===== src/rtl/tdma_pkg.sv =====
package tdma_pkg;
  // Timing strobes sent from the frame control to the grant datapath.
  typedef struct packed {
    logic slotStart;  // first cycle of a slot
    logic slotEnd;    // last cycle of a slot
    logic frameEnd;   // last cycle of the last slot of the frame
  } tdma_strobe_t;
endpackage


===== src/rtl/tdma_frame_ctrl.sv =====
module tdma_frame_ctrl
  import tdma_pkg::*;
#(
  parameter int SLOT_W        = 3,
  parameter int LEN_W         = 8,
  parameter int SLOT_LAST_DEF = 3
) (
  input  logic              clk,
  input  logic              rstN,
  input  logic              cfgWrEn,
  input  logic [LEN_W-1:0]  cfgSlotLast,
  input  logic [SLOT_W-1:0] cfgFrameLast,
  output logic [SLOT_W-1:0] slotIdx,
  output tdma_strobe_t      strb
);
  localparam logic [SLOT_W-1:0] FRAME_LAST_DEF = '1;
  localparam logic [LEN_W-1:0]  SLOT_LAST_RST  = LEN_W'(SLOT_LAST_DEF);

  logic [LEN_W-1:0]  cycCnt;
  logic [LEN_W-1:0]  pendSlotLast, actSlotLast;
  logic [SLOT_W-1:0] pendFrameLast, actFrameLast;

  always_comb begin
    strb.slotStart = (cycCnt == '0);
    strb.slotEnd   = (cycCnt == actSlotLast);
    strb.frameEnd  = strb.slotEnd && (slotIdx == actFrameLast);
  end

  always_ff @(posedge clk or negedge rstN) begin
    if (!rstN) begin
      cycCnt        <= '0;
      slotIdx       <= '0;
      pendSlotLast  <= SLOT_LAST_RST;
      actSlotLast   <= SLOT_LAST_RST;
      pendFrameLast <= FRAME_LAST_DEF;
      actFrameLast  <= FRAME_LAST_DEF;
    end else begin
      if (cfgWrEn) begin
        pendSlotLast  <= cfgSlotLast;
        pendFrameLast <= cfgFrameLast;
      end
      if (strb.slotEnd) begin
        cycCnt <= '0;
        if (strb.frameEnd) begin
          slotIdx      <= '0;
          actSlotLast  <= pendSlotLast;
          actFrameLast <= pendFrameLast;
        end else begin
          slotIdx <= slotIdx + SLOT_W'(1);
        end
      end else begin
        cycCnt <= cycCnt + LEN_W'(1);
      end
    end
  end

  // the cycle counter never passes the active slot length
  a_r4_cnt_bound: assert property (@(posedge clk) disable iff (!rstN)
    cycCnt <= actSlotLast);
  // slot index moves only at a slot boundary, by one
  a_r4_slot_hold: assert property (@(posedge clk) disable iff (!rstN)
    !strb.slotEnd |=> slotIdx == $past(slotIdx));
  a_r4_slot_step: assert property (@(posedge clk) disable iff (!rstN)
    (strb.slotEnd && !strb.frameEnd) |=> slotIdx == $past(slotIdx) + SLOT_W'(1));
  // a frame wraps back to slot 0 on a fresh slot
  a_r4_frame_wrap: assert property (@(posedge clk) disable iff (!rstN)
    strb.frameEnd |=> (slotIdx == '0) && strb.slotStart);
  // active frame settings change only at a frame boundary
  a_r5_cfg_stable: assert property (@(posedge clk) disable iff (!rstN)
    !strb.frameEnd |=> $stable(actSlotLast) && $stable(actFrameLast));
endmodule


===== src/rtl/tdma_grant_dp.sv =====
module tdma_grant_dp
  import tdma_pkg::*;
#(
  parameter int MID_W  = 2,
  parameter int SLOT_W = 3
) (
  input  logic                    clk,
  input  logic                    rstN,
  input  logic [(1<<MID_W)-1:0]   req,
  input  tdma_strobe_t            strb,
  input  logic [SLOT_W-1:0]       slotIdx,
  input  logic                    tblWrEn,
  input  logic [SLOT_W-1:0]       tblWrIdx,
  input  logic [MID_W-1:0]        tblWrOwner,
  output logic [(1<<MID_W)-1:0]   grant
);
  localparam int NM    = 1 << MID_W;
  localparam int SLOTS = 1 << SLOT_W;

  logic [MID_W-1:0] pendTbl [SLOTS];
  logic [MID_W-1:0] actTbl  [SLOTS];
  logic [NM-1:0]    heldGrant, pickVec;
  logic [MID_W-1:0] owner, rrPtr, rrIdx;
  logic             ownerReq, rrHit, decide, fallbackWin;

  assign owner    = actTbl[slotIdx];
  assign ownerReq = req[owner];
  assign decide   = strb.slotStart || (heldGrant == '0);

  // Second level: first requester at or above the pointer, wrapping.
  always_comb begin
    rrHit = 1'b0;
    rrIdx = rrPtr;
    for (int k = 0; k < NM; k++) begin
      if (!rrHit && req[rrPtr + MID_W'(k)]) begin
        rrHit = 1'b1;
        rrIdx = rrPtr + MID_W'(k);
      end
    end
  end

  always_comb begin
    if (ownerReq)   pickVec = NM'(1) << owner;
    else if (rrHit) pickVec = NM'(1) << rrIdx;
    else            pickVec = '0;
  end

  assign fallbackWin = decide && !ownerReq && rrHit;
  assign grant       = decide ? pickVec : heldGrant;

  always_ff @(posedge clk or negedge rstN) begin
    if (!rstN) begin
      heldGrant <= '0;
      rrPtr     <= '0;
    end else begin
      heldGrant <= grant;
      if (fallbackWin) rrPtr <= rrIdx + MID_W'(1);
    end
  end

  always_ff @(posedge clk or negedge rstN) begin
    if (!rstN) begin
      for (int i = 0; i < SLOTS; i++) begin
        pendTbl[i] <= MID_W'(i);
        actTbl[i]  <= MID_W'(i);
      end
    end else begin
      if (strb.frameEnd) begin
        for (int i = 0; i < SLOTS; i++) actTbl[i] <= pendTbl[i];
      end
      if (tblWrEn) pendTbl[tblWrIdx] <= tblWrOwner;
    end
  end

  // never two masters on the bus
  a_r6_onehot: assert property (@(posedge clk) disable iff (!rstN)
    $onehot0(grant));
  // an empty grant means nobody asked
  a_r6_idle_only: assert property (@(posedge clk) disable iff (!rstN)
    (grant == '0) |-> (req == '0));
  // a requesting owner takes its slot
  a_r2_owner_first: assert property (@(posedge clk) disable iff (!rstN)
    (strb.slotStart && req[actTbl[slotIdx]]) |-> grant[actTbl[slotIdx]]);
  // a held grant survives to the slot boundary
  a_r7_hold: assert property (@(posedge clk) disable iff (!rstN)
    ((grant != '0) && !strb.slotEnd) |=> grant == $past(grant));
  // pointer moves one past a fallback winner, otherwise stays
  a_r3_ptr_step: assert property (@(posedge clk) disable iff (!rstN)
    fallbackWin |=> rrPtr == $past(rrIdx) + MID_W'(1));
  a_r3_ptr_keep: assert property (@(posedge clk) disable iff (!rstN)
    !fallbackWin |=> $stable(rrPtr));
  // the slot owner is fixed for the whole slot
  a_r5_owner_stable: assert property (@(posedge clk) disable iff (!rstN)
    !strb.slotEnd |=> $stable(owner));
endmodule


===== src/rtl/tdma_rr_arbiter.sv =====
module tdma_rr_arbiter
  import tdma_pkg::*;
#(
  parameter int MID_W         = 2,
  parameter int SLOT_W        = 3,
  parameter int LEN_W         = 8,
  parameter int SLOT_LAST_DEF = 3
) (
  input  logic                  clk,
  input  logic                  rstN,
  input  logic [(1<<MID_W)-1:0] req,
  output logic [(1<<MID_W)-1:0] grant,
  input  logic                  tblWrEn,
  input  logic [SLOT_W-1:0]     tblWrIdx,
  input  logic [MID_W-1:0]      tblWrOwner,
  input  logic                  cfgWrEn,
  input  logic [LEN_W-1:0]      cfgSlotLast,
  input  logic [SLOT_W-1:0]     cfgFrameLast
);
  tdma_strobe_t      strb;
  logic [SLOT_W-1:0] slotIdx;

  tdma_frame_ctrl #(
    .SLOT_W(SLOT_W), .LEN_W(LEN_W), .SLOT_LAST_DEF(SLOT_LAST_DEF)
  ) u_ctrl (
    .clk(clk), .rstN(rstN), .cfgWrEn(cfgWrEn), .cfgSlotLast(cfgSlotLast),
    .cfgFrameLast(cfgFrameLast), .slotIdx(slotIdx), .strb(strb)
  );

  tdma_grant_dp #(
    .MID_W(MID_W), .SLOT_W(SLOT_W)
  ) u_dp (
    .clk(clk), .rstN(rstN), .req(req), .strb(strb), .slotIdx(slotIdx),
    .tblWrEn(tblWrEn), .tblWrIdx(tblWrIdx), .tblWrOwner(tblWrOwner),
    .grant(grant)
  );
endmodule


===== config.mk =====
export PLATFORM = sky130hd
export DESIGN_NAME = tdma_rr_arbiter
export DESIGN_NICKNAME = d
export VERILOG_FILES = /design/src/rtl/tdma_pkg.sv /design/src/rtl/tdma_frame_ctrl.sv /design/src/rtl/tdma_grant_dp.sv /design/src/rtl/tdma_rr_arbiter.sv
export SDC_FILE = /design/constraint.sdc
export NUM_CORES = 1
export LEC_CHECK = 0
export BUFFER_PORTS_ARGS = -buffer_cell sky130_fd_sc_hd__buf_2
export CORE_MARGIN = 5
export CORE_UTILIZATION = 59
export DETAILED_ROUTE_END_ITERATION = 16
export GPL_TIMING_DRIVEN = 0
export PLACE_DENSITY = 0.79
export SYNTH_ARGS = -nofsm -noshare
export SYNTH_HDL_FRONTEND = slang
export SYNTH_SLANG_ARGS = --single-unit

===== constraint.sdc =====
create_clock -name clk -period 4.95 [get_ports clk]
set_input_delay 1.485 -clock clk [delete_from_list [all_inputs] [get_ports clk]]
set_output_delay 1.485 -clock clk [all_outputs]
set_load 0.02 [all_outputs]

Word-level counts from Yosys, hierarchy flattened. Index checks and enable logic that the tools add are counted.

Memories kept: 0. Output and inout bits: 4. ROM bits: 0. Bits in writable memories: 0. Bits in latches: 0. Register bits: 71.

$lt $le $gt $ge: 8. Add/sub/neg operators: 6. Equal/unequal tests: 2. Multipliers: 0. Reduce and logical (&&, ||, !) cells: 15. Bitwise logic cells: 2. Divide/modulo/power cells: 0. Shift operators: 2. Multiplexer cells: 28.

Operators with widths (number): $bwmux W16 (1); $lt A2 B3 Y1 const B (5); $mux W2 (6); $mux W4 (3); $bmux W1 S2 (5); $mux W1 (9); $add A8 B1 Y8 const B (1); $eq A8 B8 Y1 (1); $ge A4 B4 Y1 const B (2); $logic_not A8 Y1 (1); $mux W8 (1); $not A3 Y4 (2); $shl A1 B2 Y4 const A (2); $logic_and A1 B1 Y1 (7); $bmux W2 S3 (1); $demux W2 S3 (1); $add A2 B1 Y2 const B (2); $add A2 B2 Y2 const B (2); $logic_not A1 Y1 (4); $logic_not A4 Y1 (1); $lt A4 B1 Y1 const B (1); $add A3 B1 Y3 const B (1); $eq A3 B3 Y1 (1); $mux W3 (1); 2 further kinds (2).

Depth between registers and ports, before layout. Gate-level depths: netlist of the first run.

Word-level depth: 16. Gate-level depth with buffers: 12. Mapped depth without buffers: 11.

Modules after synthesis. From an unflattened synthesis of the first run, not the netlist that was laid out.

Cells, all modules: 266. Area total of the unflattened synthesis: 3480.8 µm².

Modules (own cells, without submodules): tdma_grant_dp (instances 1, area an instance 1929.4 µm², cells an instance 155); tdma_frame_ctrl (instances 1, area an instance 1551.5 µm², cells an instance 111).

Least setup slack after synthesis of the first run. OpenSTA, ideal clock, no wires.

Path kind: input-to-output. Start point: input req[0]. End point: output grant[2]. Path buffers: 1. Stages: 9. Data required time: 3.465 ns. Path slack: 0.337 ns. Data arrival time: 3.128 ns. Cell sequence: clkbuf_8 -> nor2b_1 -> a21oi_1 -> o221ai_1 -> ha_1 -> nand2_1 -> a21oi_1 -> a21oi_1 -> o311ai_1.

Cells in the longest elaborated chain, start to end: 16. Elaborated cells between the ends (all ways): 27. Classes of those cells: 1 x shift; 20 x mux; 6 x reduce/logical.

RTL lines: from (decl) (RTL line tdma_rr_arbiter.sv:11) `input logic [(1<<MID_W)-1:0] req,`; $bmux W1 S2 (RTL line tdma_grant_dp.sv:35) `if (!rrHit && req[rrPtr + MID_W'(k)]) begin`; $mux W1 (not written as such) (RTL line tdma_grant_dp.sv:35); $mux W1 (RTL line tdma_grant_dp.sv:35); $logic_not A1 Y1 (RTL line tdma_grant_dp.sv:35); $logic_and A1 B1 Y1 (RTL line tdma_grant_dp.sv:35); $mux W1 (RTL line tdma_grant_dp.sv:35); $logic_not A1 Y1 (RTL line tdma_grant_dp.sv:35); $logic_and A1 B1 Y1 (RTL line tdma_grant_dp.sv:35); $mux W1 (RTL line tdma_grant_dp.sv:35); $logic_not A1 Y1 (RTL line tdma_grant_dp.sv:35); $logic_and A1 B1 Y1 (RTL line tdma_grant_dp.sv:35); $mux W2 (RTL line tdma_grant_dp.sv:35); $shl A1 B2 Y4 (RTL line tdma_grant_dp.sv:44) `else if (rrHit) pickVec = NM'(1) << rrIdx;`; $mux W4 (RTL line tdma_grant_dp.sv:44); $mux W4 (*) (RTL line tdma_grant_dp.sv:43) `if (ownerReq) pickVec = NM'(1) << owner;`; $mux W4 (*) (RTL line tdma_grant_dp.sv:49) `assign grant = decide ? pickVec : heldGrant;`; to (decl) (RTL line tdma_rr_arbiter.sv:12) `output logic [(1<<MID_W)-1:0] grant,`.

Mark *: on every way between the ends. The rest lies on a longest branch, timed or not. The select of a mux whose other input is x is not followed.

Final worst setup path of the first run.
Start point: input req[0]. End point: output grant[1].

The elaborated chain is that of the path after synthesis.

==> out/qor.txt, run 1 <==
========================================================================================
Global-route congestion overflow total                                                 0
Met3 track demand over resource                                                   0.0596
Worst-skew pair later-pin latency                                                 340 ps
Post-synthesis area per instance                                                12.9 µm²
Final Hold Vio Count                                                                   0
Initial Utilization                                                                0.598
Critical path required time                                                      3460 ps
Iteration-0 DRC count of the detailed router                                          96
Global-route wire length before repair                                          10800 µm
Mean number of vias per cell                                                        5.67
Antenna Violating Nets Remaining                                                       0
Crit path launch type                                                          input pin
Antenna diode instance count                                                           0
Hold buffer count at CTS                                                               0
Max_slew headroom                                                                  0.419
EDFF count, synth                                                                      0
DRC violations left                                                                    0
Port Buf Inserts                                                                      25
Leakage power figure                                                             1.71 nW
Gate Count Post-Synth                                                                272
Hold wc startpoint                                                          u_ctrl.pendSlotLast[7]$_DFFE_PN0P_
Maximum capacitance violations                                                         0
Fraction of final layout cells sized beyond drive strength 1                       0.427
Number of detailed-route iterations in the first pass                                  4
Maximum clock rate                                                               210 MHz
VDD IR max                                                                    0.000325 V
TritonCTS clock tree                                                                 yes
Commonest cells after routing, fill and taps aside                          sky130_fd_sc_hd__dfrtp_1 (45), sky130_fd_sc_hd__mux2_2 (42), sky130_fd_sc_hd__dfstp_2 (26)
Worst setup EP type                                                           output pin
Worst setup slack for register-to-register paths                                 2540 ps
Asr flop ratio synth                                                                1.00
Synthesis Warnings                                                                     0
Total I/O pin count                                                                   28
Status                                                                      finished clean
# setup viols final                                                                    0
Via count of the first global-routing pass                                          2281
Post-Route Setup TNS                                                                0 ps
Cell Chain, Critical Path                                                   buf_2, clkbuf_8, a21oi_1, nor2_1, nor2_1, o22a_1, inv_1, ha_1, o41ai_1, nor2_1, o211a_1, a21oi_2, o21ai_1, buf_4
Min-delay worst type                                                        register to register
Leading cell type in the layout, fill and taps excluded                     sky130_fd_sc_hd__dfrtp_1
Crit path kind                                                              input pin to output pin
Cell repeated most along the worst path                                     sky130_fd_sc_hd__nor2_1
Synth Net Count                                                                      303
Part of the Yosys area used for sequential elements                                0.517
Maximum buffer depth of the clock tree                                                 2
Post-synth design cell area                                                  0.00350 mm²
Height of the die                                                                87.0 µm
Global routing met2 resource utilization                                           0.288
Global routing usage on met1                                                       0.249
X dimension of the die                                                           87.0 µm
Post-synthesis register bit count                                                     71
Clock-pin transition on the worst setup and hold timing paths                      70 ps
Antenna violations before repair                                                       0
Clock Tree Root                                                             sky130_fd_sc_hd__clkbuf_8
Number of nets in the layout                                                         340
Worst Setup SP                                                                    req[0]
Area growth from synthesis to layout                                               12.9%
Number of rows created at floorplan                                                   28
Die Area                                                                     0.00757 mm²
Library cell contributing the largest single delay on the critical path     sky130_fd_sc_hd__o211a_1
Area inside the core boundary                                                0.00585 mm²
Portion of the clock cycle consumed by the worst path in the final layout          0.963
Number of vias after detailed routing                                               2206
Post-synth top flop                                                         sky130_fd_sc_hd__dfrtp_1
Half-perimeter wire length of the detailed placement result                      4290 µm
Cts bufs inserted                                                                      9
Worst Clk Skew                                                                   4.52 ps
Weighted congestion at the end of routability-driven global placement              0.763
Worst stage delay on the critical path                                            230 ps
Pin count of the biggest net entering global routing                                  72
Final critical delay including setup and external delays                         4770 ps
Data arrival, critical path                                                      3280 ps
Number of sinks on the clock net                                                      71
H-tree level count                                                                     3
Number of max-slew violations in the final report                                      0
Avg WL per Cell                                                                  15.9 µm
Filler cell count in the final layout                                                441
Layout Cell Area excl Fill                                                   0.00395 mm²
Highest net fanout along the worst path                                               10
Pwr dens                                                                      556 mW/mm²
Critical R2R Launch                                                         u_ctrl.cycCnt[2]$_DFF_PN0_
Total placed instance area                                                   0.00372 mm²
Slew at the pin with the worst max-slew slack                                     871 ps
Drt total wl                                                                     6200 µm
Overall global routing resource usage                                              0.185
Cell variety after synth                                                              47
GR peak layer                                                                       met2
Final Power                                                                      2.20 mW
========================================================================================
## cells by family after synthesis
| group | share of synthesized area |
|---|---|
| buffers and inverters | 0.0375 |
| AOI/OAI and AO/OA | 0.0561 |
| and+or+nand+nor | 0.0944 |
| adders and majority gates | 0.0250 |
| xor gates and xnor gates | 0.0425 |
| DFF | 0.517 |
| muxes | 0.228 |
## synth_stat cells (3+ instances only)
cell type | instances | area share
sky130_fd_sc_hd__dfrtp_1 | 45 | 0.32
sky130_fd_sc_hd__nand4b_1 | 3 | 0.0075
sky130_fd_sc_hd__and3_1 | 3 | 0.0054
sky130_fd_sc_hd__buf_6 | 3 | 0.0096
sky130_fd_sc_hd__clkbuf_8 | 3 | 0.012
sky130_fd_sc_hd__xnor2_1 | 12 | 0.030
sky130_fd_sc_hd__clkbuf_1 | 3 | 0.0032
sky130_fd_sc_hd__ha_1 | 7 | 0.025
sky130_fd_sc_hd__nand2b_1 | 3 | 0.0054
sky130_fd_sc_hd__o21ai_0 | 5 | 0.0071
sky130_fd_sc_hd__dfstp_2 | 26 | 0.20
sky130_fd_sc_hd__nor2b_1 | 3 | 0.0054
sky130_fd_sc_hd__mux4_2 | 4 | 0.026
sky130_fd_sc_hd__nor2_1 | 17 | 0.018
sky130_fd_sc_hd__mux2_2 | 42 | 0.14
sky130_fd_sc_hd__xor2_1 | 5 | 0.013
sky130_fd_sc_hd__nor4_1 | 3 | 0.0054
sky130_fd_sc_hd__nand3_1 | 9 | 0.013
sky130_fd_sc_hd__o21ai_1 | 3 | 0.0043
sky130_fd_sc_hd__nor3_1 | 3 | 0.0043
sky130_fd_sc_hd__mux2_1 | 12 | 0.039
sky130_fd_sc_hd__a21oi_1 | 9 | 0.013
sky130_fd_sc_hd__nand4_1 | 3 | 0.0054
sky130_fd_sc_hd__inv_1 | 8 | 0.0086
sky130_fd_sc_hd__nand2_1 | 11 | 0.012
## sequential cells by signal, indices dropped and copies added (netlist names)
signal                count
u_ctrl.cycCnt             8
u_dp.actTbl              16
u_ctrl.pendSlotLast       8
u_ctrl.actFrameLast       3
u_ctrl.pendFrameLast      3
u_dp.heldGrant            4
u_dp.rrPtr                2
u_ctrl.actSlotLast        8
u_dp.pendTbl             16
u_ctrl.slotIdx            3
## stage by stage
| stage | hold slack, ps | util | std cells | setup WS, ps |
|---|---|---|---|---|
| 6_report | 500 | 0.675 | 389 | 182 |
| 4_1_cts | 502 | 0.670 | 388 | 69.6 |
| 3_3_place_gp | 469 | 0.636 | 372 | 51.1 |
| 3_5_place_dp | 484 | 0.636 | 372 | -17.3 |
| 5_1_grt | 515 | 0.675 | 389 | -18.0 |
| 2_1_floorplan | 452 | - | 272 | 337 |
## report_power, final
| group | switching (mW) | internal (mW) |
|---|---|---|
| sequential | 0.155 | 0.832 |
| combinational | 0.364 | 0.396 |
| clock | 0.206 | 0.246 |
## metal layers
layer / vias up / wire (µm)
li1: 1045 / -
met1: 1101 / 2880
met2: 47 / 2910
met3: 13 / 327
met4: 0 / 89
met5: - / 0
## worst max-delay path, delay by kind of cell
family / cells / cell delay (ps)
AOI/OAI and AO/OA: 6 / 840
and+or+nand+nor: 3 / 230
buffers and inverters: 4 / 530
adders and majority gates: 1 / 180
## cell type report
type,count,area (µm²),share of cell area
Sequential cell,71,1810,0.458
Multi-Input combinational cell,181,1590,0.401
Clock buffer,13,149,0.0377
Timing Repair Buffer,26,140,0.0355
Buffer,12,101,0.0256
Tap cell,75,93.8,0.0237
Clock inverter,3,42.5,0.0108
Inverter,8,30.0,0.00760
## final timing paths
check	endpoint	depth (start not counted)
min in group asynchronous	u_ctrl.actSlotLast[2]$_DFFE_PN0P_	1
worst min register to register	u_ctrl.actSlotLast[7]$_DFFE_PN0P_	1
max in group asynchronous	u_dp.pendTbl[6]$_DFFE_PN0P_	1
worst max-delay path	grant[1]	14
worst max register to register	u_ctrl.actSlotLast[4]$_DFFE_PN0P_	5
worst min-delay path	u_ctrl.actSlotLast[7]$_DFFE_PN0P_	1
## what timing repair did
action / in CTS / in global routing
hold endpoints to repair: 0 / 0
cloned: 0 / 0
setup endpoints to repair: 1 / 3
setup buffers: 0 / 1
resized for setup: 1 / 8
pin swaps: 0 / 2
Power figures use the tool's default switching activity.
==> inputs of run 2 (changes only) <==
- CORE_UTILIZATION: 59 -> 54
- PLACE_DENSITY: 0.79 -> 0.76
- RECOVER_POWER: unset -> 50
- clock period: 4.95 -> 4.36 ns (I/O delays scaled with it)
==> run 2 against run 1 <==
The run now ends with capacitance limit, slew limit left. Worst hold slack got worse by 15 ps. Total power rose by 16%. Final area rose by 3.4%. Final cell count rose by 2.1%. Sequential cell count did not move. Routed wire length fell by 0.77%.
==> out/qor.txt, run 2 (synthesis gave the netlist of run 1 again) <==
========================================================================================
Status                                                                      finished with violations
Failing checks                                                              capacitance limit, slew limit
Antenna violations before repair                                                       0   unchanged
Half-perimeter wire length of the detailed placement result                      4180 µm   -2.5%
Data arrival, critical path                                                      3000 ps   -280 ps
Capture point of the worst reg-to-reg path                                  u_dp.actTbl[13]$_DFFE_PN0P_
Final Hold Vio Count                                                                   0   unchanged
Via count of the first global-routing pass                                          2186   -4.2%
Global-route wire length before repair                                          10500 µm   -3.3%
Cts bufs inserted                                                                      9   unchanged
Antenna Violating Nets Remaining                                                       0   unchanged
Fraction of final layout cells sized beyond drive strength 1                       0.469   +0.0420
Pwr dens                                                                      626 mW/mm²   +12%
Leading cell type in the layout, fill and taps excluded                     sky130_fd_sc_hd__dfrtp_1
Worst Clk Skew                                                                   11.4 ps   +6.87 ps
TritonCTS clock tree                                                                 yes
Global-route congestion overflow total                                                 0   unchanged
Number of rows created at floorplan                                                   29   +3.6%
Clock Tree Root                                                             sky130_fd_sc_hd__clkbuf_8
Area growth from synthesis to layout                                               16.7%
Internal power                                                                   1.71 mW   +16%
Post-Route Setup TNS                                                                0 ps   unchanged
DRC violations left                                                                    0   unchanged
Highest net fanout along the worst path                                                7   -3
Die Area                                                                     0.00819 mm²   +8.2%
Crit path launch type                                                          input pin
Commonest cells after routing, fill and taps aside                          sky130_fd_sc_hd__dfrtp_1 (45), sky130_fd_sc_hd__mux2_2 (42), sky130_fd_sc_hd__dfstp_2 (26)
Number of max-slew violations in the final report                                     72   +72
Total placed instance area                                                   0.00372 mm²   about the same
Worst-skew pair later-pin latency                                                 350 ps   about the same
Registers with the most flip-flops                                          u_dp.actTbl: 16 flops, u_dp.pendTbl: 16 flops
Maximum clock rate                                                               232 MHz
Fin worst setup slack                                                            52.7 ps   -130 ps
# setup viols final                                                                    0   unchanged
Sw Ratio                                                                           0.332   +0.00275
Number of vias after detailed routing                                               2211   +0.23%
Weighted congestion at the end of routability-driven global placement              0.765   +0.33%
Avg WL per Cell                                                                  15.5 µm   -2.8%
Drt total wl                                                                     6150 µm   -0.77%
Area inside the core boundary                                                0.00631 mm²   +7.9%
Maximum buffer depth of the clock tree                                                 2   unchanged
Worst Hold Path Cells                                                                  1   unchanged
H-tree level count                                                                     3   unchanged
Leakage power figure                                                             1.75 nW   +2.6%
Hold wc startpoint                                                          u_dp.actTbl[2]$_DFFE_PN0P_
Crit path kind                                                              input pin to output pin
Register-to-Register Path Depth                                                        5   unchanged
Worst Setup SP                                                                    req[1]
Min-Delay Endpoint                                                          u_dp.actTbl[2]$_DFFE_PN0P_
Combinational share of power                                                       0.364   +0.018
Critical R2R Launch                                                         u_ctrl.cycCnt[2]$_DFF_PN0_
Port Buf Inserts                                                                      25   unchanged
Iteration-0 DRC count of the detailed router                                          85   -11%
WHS                                                                               485 ps   -15.0 ps
Power spent charging and discharging nets                                       0.849 mW   +17%
Height of the die                                                                90.5 µm   +4.0%
Worst setup slack for register-to-register paths                                 2010 ps   -530 ps
Min-delay worst type                                                        register to register
Pin count of the biggest net entering global routing                                  72   unchanged
Pre-CTS setup slack                                                              -229 ps   -212 ps
Sequential share of power                                                          0.438   -0.011
Number of nets in the layout                                                         346   +1.8%
Max_slew headroom                                                                 -0.122   -0.541
Slew at the pin with the worst max-slew slack                                    1680 ps   +812 ps
Antenna diode instance count                                                           0   unchanged
Initial Utilization                                                                0.554   -0.0439
X dimension of the die                                                           90.5 µm   +4.0%
Mean number of vias per cell                                                        5.57   -1.8%
Layout Cell Area excl Fill                                                   0.00409 mm²   +3.4%
Clock-pin transition on the worst setup and hold timing paths                      80 ps   about the same
Final critical delay including setup and external delays                         4310 ps
Overall global routing resource usage                                              0.157   -0.0284
Part of the total power dissipated in the clock network                            0.199   -0.007
Number of detailed-route iterations in the first pass                                  4   unchanged
Worst setup EP type                                                           output pin
Unrepaired setup endpoints after global routing                                      yes
Total I/O pin count                                                                   28   unchanged
Portion of the clock cycle consumed by the worst path in the final layout          0.988
Critical path required time                                                      3050 ps   -410 ps
Maximum capacitance violations                                                         1   +1
VDD IR max                                                                    0.000457 V   +41%
Number of sinks on the clock net                                                      71   unchanged
========================================================================================
-- run 2: cell count changes in the layout (fill, tap and decap cells not counted), moves of 2 or more --
cell,previous run,this run
sky130_fd_sc_hd__buf_4,4,10
sky130_fd_sc_hd__buf_2,24,20
sky130_fd_sc_hd__a21oi_1,8,5
sky130_fd_sc_hd__a21oi_2,1,4
sky130_fd_sc_hd__buf_8,0,3
sky130_fd_sc_hd__clkbuf_8,13,10
sky130_fd_sc_hd__clkinv_4,0,2
sky130_fd_sc_hd__ha_1,7,5
-- run 2: how the worst max path moves through the flow --
stage	slack [ps]	endpoint	cells after the start
after floorplan	100	grant[2]	9
after global placement	-190	grant[3]	12
after global routing	-40	grant[1]	13
final	50	grant[1]	14
after CTS	7	grant[2]	12
after detailed placement	-230	grant[3]	12
-- run 2: worst max-delay path: stages --
cell	delay (ps)
sky130_fd_sc_hd__buf_8	100
sky130_fd_sc_hd__buf_8	120
sky130_fd_sc_hd__nor2_2	90
sky130_fd_sc_hd__a21oi_1	60
sky130_fd_sc_hd__nor2_1	110
sky130_fd_sc_hd__o22a_1	200
sky130_fd_sc_hd__inv_2	70
sky130_fd_sc_hd__ha_4	160
sky130_fd_sc_hd__o41ai_4	60
sky130_fd_sc_hd__nor2_1	90
sky130_fd_sc_hd__o211a_1	240
sky130_fd_sc_hd__a21oi_2	110
sky130_fd_sc_hd__o21ai_1	80
sky130_fd_sc_hd__buf_4	200
-- run 2: power by group through the flow --
stage               clock network (mW)  registers [mW]  logic [mW]
global route                     0.550            1.16        1.03
finish                           0.508            1.12       0.930
floorplan                            0            1.07       0.677
CTS                              0.522            1.12       0.863
detailed placement                   0            1.13       0.825
global placement                     0            1.12       0.797
-- run 2: layout make-up --
type / count / area, µm²
repair buffers: 32 / 200
plain buffers: 12 / 106
inverters: 8 / 30.0
multi-input cells: 181 / 1650
clock buffers: 11 / 131
well taps: 77 / 96.3
clock inverters: 5 / 60.1
fillers: 477 / 2230
flip-flops and latches: 71 / 1810
-- run 2: what timing repair did --
| item | in CTS | in global routing |
|---|---|---|
| buffers inserted | 3 | 4 |
| resized for setup | 8 | 24 |
| setup endpoints to repair | 4 | 4 |
| hold buffers | 0 | 0 |
| pin swaps | 4 | 12 |
-- run 2: per-stage QoR --
stage / cells / util / power [mW]
detailed placement: 374 / 0.590 / 1.95
CTS: 393 / 0.628 / 2.50
floorplan: 272 / - / 1.75
finish: 397 / 0.647 / 2.56
global placement: 374 / 0.590 / 1.92
global route: 397 / 0.647 / 2.74
-- run 2: per-layer routing --
metal	global-route usage	wire length, µm
met5	0	0
met2	0.237	2960
met1	0.210	2830
met3	0.0558	244
met4	0.0533	112
